--- src/rtl/sar_pkg.sv ---
package sar_pkg;
    parameter int unsigned SAR_WIDTH      = 12;
    parameter int unsigned SAR_SHORT_BITS = 8;

    typedef enum logic {
        LEN_FULL  = 1'b0,
        LEN_SHORT = 1'b1
    } sar_len_e;
endpackage

--- src/rtl/sar_start_detect.sv ---
module sar_start_detect (
    input  logic clk,
    input  logic rst,
    input  logic en_i,
    input  logic sel_n_i,
    input  logic rdconv_i,
    input  logic busy_i,
    output logic start_o
);
    typedef struct packed {
        logic rdconv;
    } det_state_t;

    det_state_t det_d, det_q;

    always_comb begin
        det_d        = det_q;
        det_d.rdconv = rdconv_i;
        start_o      = en_i && !sel_n_i && det_q.rdconv && !rdconv_i && !busy_i;
    end

    always_ff @(posedge clk) begin
        if (rst) begin
            det_q <= '0;
        end else begin
            det_q <= det_d;
        end
    end

    // A single falling edge produces a single start pulse
    p_single_pulse_r9: assert property (@(posedge clk) disable iff (rst)
        start_o |=> !start_o);

    // No start is raised while a conversion is running
    p_busy_blocks_r8: assert property (@(posedge clk) disable iff (rst)
        busy_i |-> !start_o);
endmodule

--- src/rtl/sar_trial_gen.sv ---
module sar_trial_gen #(
    parameter int unsigned WIDTH = sar_pkg::SAR_WIDTH,
    localparam int unsigned IDX_W = $clog2(WIDTH)
) (
    input  logic             busy_i,
    input  logic [IDX_W-1:0] idx_i,
    input  logic [WIDTH-1:0] kept_i,
    input  logic [WIDTH-1:0] result_i,
    output logic [WIDTH-1:0] trial_o
);
    for (genvar b = 0; b < WIDTH; b++) begin : g_bit
        assign trial_o[b] = busy_i ? (kept_i[b] || (idx_i == IDX_W'(b))) : result_i[b];
    end
endmodule

--- src/rtl/sar_core.sv ---
module sar_core
    import sar_pkg::*;
#(
    parameter int unsigned WIDTH      = SAR_WIDTH,
    parameter int unsigned SHORT_BITS = SAR_SHORT_BITS,
    localparam int unsigned IDX_W     = $clog2(WIDTH),
    localparam int unsigned TAIL_POS  = WIDTH - SHORT_BITS - 1,
    localparam logic [IDX_W-1:0] SHORT_LAST = IDX_W'(WIDTH - SHORT_BITS),
    localparam logic [IDX_W-1:0] FULL_LAST  = '0,
    localparam logic [WIDTH-1:0] TAIL_MASK  = WIDTH'(1) << TAIL_POS,
    localparam logic [WIDTH-1:0] LOW_MASK   = TAIL_MASK - WIDTH'(1)
) (
    input  logic             clk,
    input  logic             rst,
    input  logic             start_i,
    input  logic             len_sel_i,
    input  logic             cmp_i,
    output logic             busy_o,
    output logic [IDX_W-1:0] idx_o,
    output logic [WIDTH-1:0] kept_o,
    output logic [WIDTH-1:0] result_o
);
    typedef struct packed {
        logic             busy;
        sar_len_e         len;
        logic [IDX_W-1:0] idx;
        logic [WIDTH-1:0] kept;
        logic [WIDTH-1:0] result;
    } core_state_t;

    core_state_t core_d, core_q;
    logic [IDX_W-1:0] last_idx;
    logic [WIDTH-1:0] kept_next;

    always_comb begin
        core_d    = core_q;
        last_idx  = (core_q.len == LEN_SHORT) ? SHORT_LAST : FULL_LAST;
        kept_next = core_q.kept;
        kept_next[core_q.idx] = cmp_i;

        if (!core_q.busy) begin
            if (start_i) begin
                core_d.busy = 1'b1;
                core_d.len  = sar_len_e'(len_sel_i);
                core_d.idx  = IDX_W'(WIDTH - 1);
                core_d.kept = '0;
            end
        end else begin
            core_d.kept = kept_next;
            if (core_q.idx == last_idx) begin
                core_d.busy   = 1'b0;
                core_d.result = (core_q.len == LEN_SHORT) ? (kept_next | TAIL_MASK) : kept_next;
            end else begin
                core_d.idx = core_q.idx - IDX_W'(1);
            end
        end
    end

    always_ff @(posedge clk) begin
        if (rst) begin
            core_q <= '0;
        end else begin
            core_q <= core_d;
        end
    end

    assign busy_o   = core_q.busy;
    assign idx_o    = core_q.idx;
    assign kept_o   = core_q.kept;
    assign result_o = core_q.result;

    // An accepted start makes the core busy on the next cycle
    p_start_busy_r2: assert property (@(posedge clk) disable iff (rst)
        (start_i && !core_q.busy) |=> core_q.busy);

    // Length is frozen for the whole conversion
    p_len_frozen_r4: assert property (@(posedge clk) disable iff (rst)
        (core_q.busy && $past(core_q.busy)) |-> $stable(core_q.len));

    // Bit position moves down by one each busy cycle
    p_idx_step_r7: assert property (@(posedge clk) disable iff (rst)
        (core_q.busy && core_d.busy) |=> (core_q.idx == $past(core_q.idx) - IDX_W'(1)));

    // Conversion ends at the position chosen by the latched length
    p_stop_point_r5: assert property (@(posedge clk) disable iff (rst)
        $fell(core_q.busy) |-> ($past(core_q.idx) == (($past(core_q.len) == LEN_SHORT) ? SHORT_LAST : FULL_LAST)));

    // A short result carries the fixed tail pattern
    p_short_tail_r6: assert property (@(posedge clk) disable iff (rst)
        ($fell(core_q.busy) && core_q.len == LEN_SHORT) |->
            (core_q.result[TAIL_POS] && ((core_q.result & LOW_MASK) == '0)));

    // Result only changes on the cycle a conversion completes
    p_result_hold_r10: assert property (@(posedge clk) disable iff (rst)
        !$fell(core_q.busy) |-> $stable(core_q.result));
endmodule

--- src/rtl/sar_seq.sv ---
module sar_seq
    import sar_pkg::*;
#(
    parameter int unsigned WIDTH      = SAR_WIDTH,
    parameter int unsigned SHORT_BITS = SAR_SHORT_BITS,
    localparam int unsigned IDX_W     = $clog2(WIDTH)
) (
    input  logic             clk,
    input  logic             rst,
    input  logic             en_i,
    input  logic             sel_n_i,
    input  logic             rdconv_i,
    input  logic             len_sel_i,
    input  logic             cmp_i,
    output logic [WIDTH-1:0] result_o,
    output logic             busy_o,
    output logic [WIDTH-1:0] trial_o
);
    logic             start;
    logic             busy;
    logic [IDX_W-1:0] idx;
    logic [WIDTH-1:0] kept;
    logic [WIDTH-1:0] result;

    sar_start_detect i_start (
        .clk      (clk),
        .rst      (rst),
        .en_i     (en_i),
        .sel_n_i  (sel_n_i),
        .rdconv_i (rdconv_i),
        .busy_i   (busy),
        .start_o  (start)
    );

    sar_core #(
        .WIDTH      (WIDTH),
        .SHORT_BITS (SHORT_BITS)
    ) i_core (
        .clk       (clk),
        .rst       (rst),
        .start_i   (start),
        .len_sel_i (len_sel_i),
        .cmp_i     (cmp_i),
        .busy_o    (busy),
        .idx_o     (idx),
        .kept_o    (kept),
        .result_o  (result)
    );

    sar_trial_gen #(
        .WIDTH (WIDTH)
    ) i_trial (
        .busy_i   (busy),
        .idx_i    (idx),
        .kept_i   (kept),
        .result_i (result),
        .trial_o  (trial_o)
    );

    assign busy_o   = busy;
    assign result_o = result;

    // First trial word of every conversion is the MSB alone
    p_first_trial_r7: assert property (@(posedge clk) disable iff (rst)
        $rose(busy_o) |-> (trial_o == (WIDTH'(1) << (WIDTH - 1))));

    // Idle trial word mirrors the stored result
    p_idle_trial_r10: assert property (@(posedge clk) disable iff (rst)
        !busy_o |-> (trial_o == result_o));
endmodule

--- config.mk ---
export PLATFORM = sky130hd
export DESIGN_NAME = sar_seq
export DESIGN_NICKNAME = d
export VERILOG_FILES = /design/src/rtl/sar_pkg.sv /design/src/rtl/sar_start_detect.sv /design/src/rtl/sar_trial_gen.sv /design/src/rtl/sar_core.sv /design/src/rtl/sar_seq.sv
export SDC_FILE = /design/constraint.sdc
export NUM_CORES = 1
export LEC_CHECK = 0
export BUFFER_PORTS_ARGS = -buffer_cell sky130_fd_sc_hd__buf_2
export CAP_MARGIN = 10
export CELL_PAD_IN_SITES_DETAIL_PLACEMENT = 0
export CELL_PAD_IN_SITES_GLOBAL_PLACEMENT = 2
export CORE_ASPECT_RATIO = 1.1
export CORE_MARGIN = 4
export CORE_UTILIZATION = 35
export DETAILED_ROUTE_END_ITERATION = 8
export PLACE_DENSITY = 0.92
export SYNTH_ARGS = -nofsm -noshare
export SYNTH_HDL_FRONTEND = slang
export SYNTH_SLANG_ARGS = --single-unit
--- constraint.sdc ---
create_clock -name clk -period 3.1 [get_ports clk]
set_input_delay 0.62 -clock clk [delete_from_list [all_inputs] [get_ports clk]]
set_output_delay 0.62 -clock clk [all_outputs]
set_load 0.02 [all_outputs]
; ---- Word level (Yosys, flattened, before mapping)
; Cells that the tools add are included.
[totals]
ff_bits = 31
inputBits = 7
word_cells = 70
output_inout_bits = 25
[classes]
bitwise_logic = 1
magnitude_cmp = 2
reduce_logical = 25
mux = 22
eq_ne = 13
addsub = 1
[ops]
columns = op, count
row1 = $mux 18, 1
row2 = $eq 4x3->1 const B, 4
row3 = $eq 4x4->1 const B, 4
row4 = $mux 16, 1
row5 = $mux 1, 15
row6 = $bwmux 12, 1
row7 = $logic_or 1x1->1, 12
row8 = $eq 4x2->1 const B, 2
row9 = $mux 4, 2
row10 = $reduce_and 2->1, 3
row11 = $logic_and 1x1->1, 5
row12 = $lt 4x5->1 const B, 1
row13 = $demux 1 s4, 1
row14 = $eq 4x1->1 const B, 1
row15 = $eq 4x4->1, 1
row16 = $ge 4x1->1 const B, 1
row17 = $logic_not 4->1, 1
row18 = $sub 4x1->4 const B, 1
row19 = $logic_not 1->1, 3
row20 = $mux 3, 1
row21 = $ne 2x2->1 const B, 1
row22 = $reduce_bool 2->1, 1
row23 = $not 1->1, 1

; ---- Depth between registers and ports, before layout
; Gate-level depths: netlist of run 1.
[logic_depth]
depth_word = 7
mapped_depth = 6
mapped_depth_nobuf = 5

; ---- Hierarchy
; A second synthesis of run 1 with hierarchy kept.
[hier_totals]
hier_cells = 243
area_unflattened_um2 = 2070.7
[modules_own_cells]
columns = mod, area_each_um2, seq_area_each_um2, instances, cells_per_inst
row1 = sar_core, 1704.1, 600.6, 1, 185
row2 = sar_trial_gen, 326.6, 0.0, 1, 54
row3 = sar_start_detect, 40.0, 20.0, 1, 4

; ---- Least setup slack after synthesis of run 1
; Ideal clock, no wire load.
[synth_path]
kind = reg-to-output
startpoint = register i_core.core_q (netlist bit i_core.busy_o)
endpoint = output trial_o[3]
slack_ns = 1.079
stages_incl_launch_ff = 5
arrival_time_ns = 1.401
n_path_buf = 2
t_required_ns = 2.480
path_cell_list = dfxtp_1 > buf_2 > buf_2 > nor2_1 > a31oi_1
[synth_via]
elab_chain_len = 1
[synth_lines]
columns = element, line
row1 = start: declaration, sar_core.sv:31  ; core_state_t core_d, core_q;
row2 = start signal: assignment, sar_core.sv:63  ; core_q <= core_d;
row3 = $mux 1, sar_trial_gen.sv:12  ; assign trial_o[b] = busy_i ? (kept_i[b] || (idx_i == IDX_W'(b))) : result_i[b];
row4 = end: declaration, sar_seq.sv:17  ; output logic [WIDTH-1:0] trial_o
; Every way passes these cells.

; ---- Worst setup path in the final report of run 1
[layout_path]
startpoint = register i_core.core_q (netlist bit i_core.idx_o[2])
endpoint = output trial_o[3]
[layout_via]
elab_chain_len = 3
[layout_lines]
columns = element, line
row1 = $eq 4x2->1, sar_trial_gen.sv:12
row2 = $logic_or 1x1->1, sar_trial_gen.sv:12
row3 = $mux 1, sar_trial_gen.sv:12
; Every way passes these cells.

==> results.sh, run 1 <==
export IMPL_ys_seq_elements=31
export IMPL_cts_buffers=5
export IMPL_ant_nets=0
export IMPL_yosys_warnings=0
export IMPL_drt_iter0_markers=75
export IMPL_place_gp_congestion=0.860
export IMPL_cp_num_buf_inv=1
export IMPL_switching_power_uw=208
export IMPL_die_w_um=76.6
export IMPL_post_cts_setup_buffers=0
export IMPL_synth_nets=222
export IMPL_row_count=27
export IMPL_grt_overflow=0
export IMPL_fin_util_pct=39.0
export IMPL_cts_num_sinks=31
export IMPL_clock_path_buffers=2
export IMPL_wl_mm=4.00
export IMPL_instances_no_fill=281
export IMPL_max_freq_mhz=433
export IMPL_finalSetupViolCount=0
export IMPL_slowest_stage="or3b_1"
export IMPL_period_share_pct=74.5
export IMPL_switching_share_pct=26.3
export IMPL_avgSynthCellArea_um2=8.62
export IMPL_die_y_um=83.4
export IMPL_synthesis_area_um2=1810
export IMPL_drc=0
export IMPL_period_minus_slack_ns=2.31
export IMPL_fin_skew_ns=0.00520
export IMPL_viasPerCell=5.17
export IMPL_synthToLayoutAreaGrowth_pct=7.88
export IMPL_slowest_delay_ns=0.52
export IMPL_antennaDiodeCount=0
export IMPL_p_seq_share_pct=51.3
export IMPL_postCtsHoldBufs=0
export IMPL_p_leak_uw=0.000816
export IMPL_rsz0062_at_grt="false"
export IMPL_htreeDepth=2
export IMPL_antenna_found_initial=0
export IMPL_start_kind="flop"
export IMPL_grt_usage_pct=13.5
export IMPL_grt_max_degree=36
export IMPL_dp_hpwl_mm=2.79
export IMPL_yosysUniqueCellTypes=40
export IMPL_holdWs_ns=0.485
export IMPL_cap_violations=0
export IMPL_finalHoldViolCount=0
export IMPL_ys_seq_area_share_pct=34.3
export IMPL_crit_arrival_ns=1.69
export IMPL_io_buffers=31
export IMPL_die_area_um2=6380
export IMPL_worstPathCellList="or3b_1 > a31oi_1 > buf_2"
export IMPL_first_pass_iters=4
export IMPL_cts_reportedPaths_clkPinSlew_ns=0.07
export IMPL_root_buffer="clkbuf_8"
export IMPL_cp_max_fo=18
export IMPL_crit_family="simple AND/OR/NAND/NOR gates"
export IMPL_min_path_type="reg2reg"
export IMPL_status="complete, no violations"
export IMPL_core_um2=5000
export IMPL_start_util_pct=36.2
export IMPL_synth_cells=210
export IMPL_slew_violations=0
export IMPL_cts_resized=0
export IMPL_slew_headroom_pct=60.9
export IMPL_grt_pass1_wl_mm=6.87
export IMPL_power_frac_clock_pct=39.3
export IMPL_setup_tns_ns=0
export IMPL_insertion_delay_ns=0.28
export IMPL_p_comb_share_pct=9.4
export IMPL_path_class="reg2out"
export IMPL_max_slew_worst_pin_slew_ns=0.586
export IMPL_drive_gt1_share_pct=21.5
export IMPL_nNetsFinal=234
export IMPL_peakVddDrop_uv=172
export IMPL_grt_pass1_vias=1386
export IMPL_dp_cells=273
export IMPL_io_pins=32
export IMPL_nFillCells=512
export IMPL_power_density_nw_per_um2=407
export IMPL_cp_required_ns=2.48
export IMPL_vias=1454
export IMPL_cp_end_kind="primary output"
export IMPL_p_int_uw=586
export IMPL_cts_tree="done"
export IMPL_wl_per_cell_um=14.2
[area by class of cell]
type                    count  area [µm²]  area share [%]
clock buffers               7        76.3            3.91
clock inverters             1        5.00           0.256
flip-flops and latches     31         621            31.8
inverters                  12        45.0            2.31
well taps                  58        72.6            3.72
repair buffers             34         178            9.10
multi-input cells         138         955            48.9
[through the flow]
stage | cell area (µm²) | setup WS, ns | power [µW]
global placement | 1870 | 1.13 | 491
floorplan | 1810 | 1.08 | 474
CTS | 1950 | 0.777 | 801
global route | 1950 | 0.619 | 839
detailed placement | 1870 | 1.09 | 492
finish | 1950 | 0.791 | 794
[power by group through the flow]
stage	logic (µW)	clock network [µW]	registers, µW
after floorplan	59.9	0	414
after global placement	75.2	0	416
after detailed placement	76.0	0	416
after CTS	76.2	318	407
after global routing	83.8	348	408
final	74.9	312	407
[cells in the mapped netlist]
library cell,count,share of area [%]
o21a_1,8,3.3
nor3b_1,3,1.2
o22ai_1,1,0.35
or3b_1,1,0.48
nor2_1,16,3.3
xnor2_2,1,0.90
nor2b_1,1,0.35
or3b_2,1,0.48
a221oi_1,1,0.48
o2bb2ai_1,4,1.9
nand2b_1,1,0.35
a22o_1,7,3.4
a21boi_2,1,0.62
o32ai_1,1,0.48
mux2_2,4,2.5
nand3_1,6,1.7
and2b_1,1,0.42
buf_1,1,0.21
nor3_1,10,2.8
nor4_1,1,0.35
buf_2,7,1.9
a31oi_4,1,1.2
buf_4,13,5.4
and3_1,3,1.0
and3b_1,1,0.48
ha_1,5,3.5
xor2_1,1,0.48
o21ai_0,1,0.28
buf_6,3,1.9
inv_1,12,2.5
clkbuf_1,5,1.0
mux2i_1,9,5.0
a31oi_1,10,3.5
nor4bb_1,1,0.55
a21oi_1,10,2.8
dfxtp_1,31,34
nand2_1,13,2.7
a211oi_1,4,1.7
nand3b_1,9,3.7
nand4bb_1,1,0.62
[per-layer routing]
| layer | wire [µm] | global-route usage (%) | up-vias |
|---|---|---|---|
| li1 | - | - | 757 |
| met1 | 2000 | 17.5 | 655 |
| met2 | 1730 | 20.7 | 34 |
| met3 | 218 | 4.88 | 8 |
| met4 | 53 | 4.45 | 0 |
| met5 | 0 | 0 | - |
[cells in the final DEF (no fill, tap or decap), types with 6 or more instances in the layout]
cell type	Yosys	routed
nand3_1	6	6
nand2_1	13	13
inv_1	12	12
dfxtp_1	31	31
nand3b_1	9	9
a31oi_1	10	10
nor2_1	16	16
a22o_1	7	7
a21oi_1	10	10
mux2i_1	9	9
o21a_1	8	8
buf_2	7	31
nor3_1	10	10
[state kept, by name, indices dropped and copies added (netlist names)]
signal           flops
i_core.busy_o        1
i_core.core_q        1
i_core.idx_o         4
i_core.kept_o       12
i_core.result_o     12
i_start.det_q        1
[worst paths after layout]
| path | from | end | slack [ns] | cells after the start |
|---|---|---|---|---|
| setup / recovery | i_core.idx_o[2] | trial_o[3] | 0.79 | 3 |
| hold / removal | i_core.kept_o[1] | i_core.kept_o[1] | 0.49 | 2 |
| setup reg to reg | i_core.idx_o[0] | i_core.busy_o | 1.32 | 5 |
| hold reg to reg | i_core.kept_o[1] | i_core.kept_o[1] | 0.49 | 2 |
[cells by family after synthesis]
family                     Yosys count  share of synthesized area [%]
muxes                               13                           7.47
AOI/OAI and AO/OA                   49                           19.9
adders and majority gates            5                           3.46
buffers and inverters               41                           12.9
and+or+nand+nor                     69                           20.5
DFF                                 31                           34.3
xor gates and xnor gates             2                           1.38
[tightest hold or removal path, stage by stage, from the launching register on]
cell	delay (ns)
dfxtp_1	0.32
nand3_1	0.06
a21oi_1	0.06
No activity file was read; power rests on OpenSTA's default activity.
==> run 2, diff against run 1 <==
--- a/config.mk
+++ b/config.mk
@@ -11,9 +11,9 @@
 export CELL_PAD_IN_SITES_GLOBAL_PLACEMENT = 2
 export CORE_ASPECT_RATIO = 1.1
 export CORE_MARGIN = 4
-export CORE_UTILIZATION = 35
+export CORE_UTILIZATION = 33
 export DETAILED_ROUTE_END_ITERATION = 8
-export PLACE_DENSITY = 0.92
+export PLACE_DENSITY = 0.88
 export SYNTH_ARGS = -nofsm -noshare
 export SYNTH_HDL_FRONTEND = slang
 export SYNTH_SLANG_ARGS = --single-unit
==> constraint.sdc (replaced) <==
create_clock -name clk -period 2.2 [get_ports clk]
set_input_delay 0.44 -clock clk [delete_from_list [all_inputs] [get_ports clk]]
set_output_delay 0.44 -clock clk [all_outputs]
set_load 0.02 [all_outputs]
==> run 2 against run 1 <==
Net effect:
- hold slack worse by 0.072 ns
- die area grew 5.5%
- cell count increased by 6.8%
- worst setup slack worse by 0.69 ns
- design area rose by 3.5%
- global-route usage decreased by 0.12 points
- register-to-register slack worse by 0.89 ns
- power increased by 39%
- critical path depth rose by 1
- flip-flop and latch count did not move
- clock skew is essentially flat
- critical path type unchanged
==> results.sh, run 2 (same netlist as run 1, synthesis figures left out) <==
export IMPL_start_kind="flop"
export IMPL_root_buffer="clkbuf_8"
export IMPL_cts_num_sinks=31
export IMPL_min_path_type="in2reg"
export IMPL_peakVddDrop_uv=323
export IMPL_p_total_uw=1110
export IMPL_p_leak_uw=0.000842
export IMPL_final_common_cell="buf_2"
export IMPL_slew_headroom_pct=68.5
export IMPL_cts_buffers=5
export IMPL_cts_resized=0
export IMPL_antenna_found_initial=0
export IMPL_drive_gt1_share_pct=24.9
export IMPL_grt_pass1_wl_mm=7.11
export IMPL_slew_violations=0
export IMPL_grt_usage_pct=13.4
export IMPL_start_util_pct=33.8
export IMPL_cts_reportedPaths_clkPinSlew_ns=0.06
export IMPL_max_slew_worst_pin_slew_ns=0.472
export IMPL_fin_skew_ns=0.00549
export IMPL_worstPathCellList="ha_1 > or3b_1 > a31oi_1 > buf_2"
export IMPL_nNetsFinal=236
export IMPL_io_buffers=31
export IMPL_max_freq_mhz=476
export IMPL_drc=0
export IMPL_path_class="reg2out"
export IMPL_postCtsHoldBufs=0
export IMPL_grt_pass1_vias=1452
export IMPL_crit_arrival_ns=1.66
export IMPL_synthToLayoutAreaGrowth_pct=11.6
export IMPL_htreeDepth=2
export IMPL_die_y_um=85.7
export IMPL_dp_cells=292
export IMPL_rsz0062_at_grt="false"
export IMPL_fin_util_pct=37.7
export IMPL_vias=1462
export IMPL_instances_no_fill=300
export IMPL_place_gp_congestion=0.873
export IMPL_io_pins=32
export IMPL_wl_mm=4.13
export IMPL_viasPerCell=4.87
export IMPL_cp_max_fo=4
export IMPL_final_cell_mix="31 x buf_2, 28 x dfxtp_1, 16 x nor2_1"
export IMPL_row_count=28
export IMPL_placed_cell_area_um2=1920
export IMPL_wl_per_cell_um=13.8
export IMPL_finalSetupViolCount=0
export IMPL_finalHoldViolCount=0
export IMPL_postLayoutCellArea_um2=2020
export IMPL_cts_tree="done"
export IMPL_grt_overflow=0
export IMPL_drt_iter0_markers=78
export IMPL_insertion_delay_ns=0.28
export IMPL_first_pass_iters=5
export IMPL_ant_nets=0
export IMPL_setup_tns_ns=0
export IMPL_post_cts_setup_buffers=0
export IMPL_slowest_stage="or3b_1"
export IMPL_grt_max_degree=25
export IMPL_die_area_um2=6730
export IMPL_power_density_nw_per_um2=548
export IMPL_period_minus_slack_ns=2.10
export IMPL_cp_end_kind="primary output"
export IMPL_slowest_delay_ns=0.42
export IMPL_core_um2=5360
export IMPL_status="complete, no violations"
export IMPL_antennaDiodeCount=0
export IMPL_clock_path_buffers=2
export IMPL_die_w_um=78.6
export IMPL_dp_hpwl_mm=2.93
export IMPL_cp_required_ns=1.76
export IMPL_cap_violations=0
export IMPL_period_share_pct=95.5
[run 2: routing by layer]
layer | GRT usage (%) | routed length, µm | vias to the layer above
met5 | 0 | 0 | -
met1 | 17.1 | 1990 | 671
met4 | 5.09 | 65 | 0
li1 | - | - | 756
met2 | 21.6 | 1910 | 28
met3 | 3.47 | 162 | 7
[run 2: layout make-up]
type | instances | area, µm²
Timing Repair Buffer | 36 | 205
Inverter | 12 | 45.0
Clock inverter | 1 | 5.00
Clock buffer | 7 | 76.3
Tap cell | 75 | 93.8
Fill cell | 553 | 3340
Sequential cell | 31 | 624
Multi-Input combinational cell | 138 | 970
[run 2: final timing paths]
kind,from,end,slack [ns],depth (start not counted)
worst min-delay path,len_sel_i,i_core.core_q[28],0.41,3
worst max register to register,i_core.idx_o[0],i_core.busy_o,0.43,5
worst min register to register,i_core.kept_o[4],i_core.kept_o[4],0.48,2
worst max-delay path,i_core.idx_o[0],trial_o[3],0.1,4
[run 2: report_power, final]
part | leakage, µW | internal, µW | total, µW | switching (µW)
registers | 0.000252 | 567 | 577 | 9.81
clock network | 0.0000422 | 221 | 423 | 201
logic | 0.000548 | 40.1 | 107 | 66.9
[run 2: critical path, delay by kind of cell, from the launching register on]
kind                       cells  cell delay [ns]
AOI/OAI and AO/OA              1             0.18
adders and majority gates      1             0.21
buffers and inverters          1             0.18
DFF                            1             0.39
and+or+nand+nor                1             0.42
[run 2: through the flow]
stage,hold slack (ns),setup slack [ns]
2_1_floorplan,0.453,0.359
3_3_place_gp,0.473,0.413
3_5_place_dp,0.472,0.388
4_1_cts,0.403,0.0731
5_1_grt,0.421,0.00254
6_report,0.414,0.0988
==> run 3, diff against run 2 <==
--- a/config.mk
+++ b/config.mk
@@ -6,7 +6,7 @@
 export NUM_CORES = 1
 export LEC_CHECK = 0
 export BUFFER_PORTS_ARGS = -buffer_cell sky130_fd_sc_hd__buf_2
-export CAP_MARGIN = 10
+export CAP_MARGIN = 40
 export CELL_PAD_IN_SITES_DETAIL_PLACEMENT = 0
 export CELL_PAD_IN_SITES_GLOBAL_PLACEMENT = 2
 export CORE_ASPECT_RATIO = 1.1
@@ -14,6 +14,7 @@
 export CORE_UTILIZATION = 33
 export DETAILED_ROUTE_END_ITERATION = 8
 export PLACE_DENSITY = 0.88
+export REMOVE_ABC_BUFFERS = 1
 export SYNTH_ARGS = -nofsm -noshare
 export SYNTH_HDL_FRONTEND = slang
 export SYNTH_SLANG_ARGS = --single-unit
==> run 3 against run 2 <==
Net effect:
- core utilization is essentially flat
- design area decreased by 0.12%
- largest power group unchanged
- highest routed layer unchanged
- clock skew about the same
- power down 1.6%
- flip-flop and latch count unchanged
- combinational power about the same
- clock power decreased by 4%
- routed wire length decreased by 0.70%
==> results.sh, run 3 (same netlist as run 1, synthesis figures left out) <==
export IMPL_r2r_end="i_core.busy_o"
export IMPL_rsz0062_at_grt="true"
export IMPL_viasPerCell=4.96
export IMPL_finalSetupViolCount=0
export IMPL_slew_headroom_pct=69.9
export IMPL_start_util_pct=33.8
export IMPL_core_um2=5360
export IMPL_status="complete, no violations"
export IMPL_io_pins=32
export IMPL_antenna_found_initial=0
export IMPL_p_total_uw=1090
export IMPL_met3_length_um=192
export IMPL_io_buffers=31
export IMPL_cp_end_kind="primary output"
export IMPL_min_to="i_start.det_q"
export IMPL_place_gp_congestion=0.823
export IMPL_wl_mm=4.10
export IMPL_insertion_delay_ns=0.27
export IMPL_top_layer="met4"
export IMPL_max_slew_worst_pin_slew_ns=0.451
export IMPL_clock_path_buffers=2
export IMPL_reg2reg_setup_slack_ns=0.40
export IMPL_cts_reportedPaths_clkPinSlew_ns=0.06
export IMPL_wl_per_cell_um=13.8
export IMPL_drive_gt1_share_pct=25.1
export IMPL_cp_max_fo=4
export IMPL_drt_iter0_markers=48
export IMPL_r2r_cells=5
export IMPL_final_cell_mix="31 x buf_2, 28 x dfxtp_1, 16 x nor2_1"
export IMPL_ant_nets=0
export IMPL_max_freq_mhz=480
export IMPL_htreeDepth=2
export IMPL_crit_arrival_ns=1.64
export IMPL_p_leak_uw=0.000833
export IMPL_cap_violations=0
export IMPL_min_path_type="in2reg"
export IMPL_met1_length_mm=2.04
export IMPL_rr_startpoint="i_core.idx_o[0]"
export IMPL_grt_pass1_wl_mm=6.98
export IMPL_fin_skew_ns=0.00575
export IMPL_min_delay_start="rdconv_i"
export IMPL_dp_hpwl_mm=2.83
export IMPL_first_pass_iters=4
export IMPL_nNetsFinal=236
export IMPL_power_density_nw_per_um2=540
export IMPL_root_buffer="clkbuf_8"
export IMPL_die_area_um2=6730
export IMPL_row_count=28
export IMPL_start_kind="flop"
export IMPL_min_path_cells=2
export IMPL_finalHoldViolCount=0
export IMPL_grt_pass1_vias=1455
export IMPL_slew_violations=0
export IMPL_grt_overflow=0
export IMPL_cts_buffers=5
export IMPL_fin_util_pct=37.6
export IMPL_drc=0
export IMPL_period_share_pct=94.7
export IMPL_cts_num_sinks=31
export IMPL_peakVddDrop_uv=334
export IMPL_synthToLayoutAreaGrowth_pct=11.5
export IMPL_vias=1479
export IMPL_antennaDiodeCount=0
export IMPL_cts_tree="done"
export IMPL_final_common_cell="buf_2"
export IMPL_wl_met2_mm=1.83
export IMPL_path_class="reg2out"
export IMPL_die_w_um=78.6
export IMPL_cp_required_ns=1.76
export IMPL_period_minus_slack_ns=2.08
export IMPL_grt_usage_pct=12.9
export IMPL_die_y_um=85.7
export IMPL_grt_max_degree=21
==> run 3: cell count changes in the layout (fill, tap and decap cells not counted), sizes merged <==
cell	delta
clkbuf	-1
clkinv	-1
==> run 3: worst max-delay path by stage <==
stage	endpoint	slack (ns)	startpoint	cells after the start
floorplan	i_core.result_o[0]	-0.04	i_core.busy_o	3
global route	trial_o[3]	-0.004	i_core.idx_o[1]	4
detailed placement	trial_o[2]	0.37	i_core.idx_o[0]	6
finish	trial_o[3]	0.12	i_core.idx_o[0]	4
CTS	trial_o[2]	0.06	i_core.idx_o[0]	6
global placement	trial_o[2]	0.40	i_core.idx_o[0]	6
==> run 3: per-layer routing <==
layer	track usage, %	vias up
met1	16.8	686
met3	3.57	5
met2	21.2	31
li1	-	757
met4	3.18	0
met5	0	-
==> run 3: worst max-delay path, stage by stage, from the launching register on <==
cell and delay (ns):
dfxtp_1 0.38, ha_1 0.22, or3b_4 0.42, a31oi_1 0.16, buf_2 0.18
==> run 3: where the power goes <==
part | total, µW | switching (µW) | leakage [µW] | internal, µW
logic | 107 | 67.2 | 0.000544 | 40.0
clock network | 404 | 194 | 0.0000371 | 210
registers | 577 | 10.4 | 0.000252 | 567
total | 1090 | 271 | 0.000833 | 818
==> run 3: stage by stage <==
stage,worst slack (ns),setup TNS [ns],hold slack [ns],cells,area (µm²)
final,0.117,0,0.403,298,2020
after global routing,-0.00411,-0.00411,0.425,298,2020
after CTS,0.0585,0,0.394,298,1990
after detailed placement,0.367,0,0.464,292,1920
after global placement,0.396,0,0.470,292,1920
after floorplan,-0.0390,-0.284,0.453,181,1620
==> run 3: final cells by class <==
class / instances / area [µm²]
fill: 575 / 3340
multi-input combinational: 138 / 976
sequential: 31 / 624
timing repair buffer: 36 / 205
tap: 75 / 93.8
clock buffer: 6 / 72.6
inverter: 12 / 45.0
==> run 3: repair_timing <==
item | 4_1_cts | 5_1_grt
gates resized for setup | 0 | 7
setup endpoints to repair | 0 | 8
hold buffers | 0 | 0
setup buffers | 0 | 0
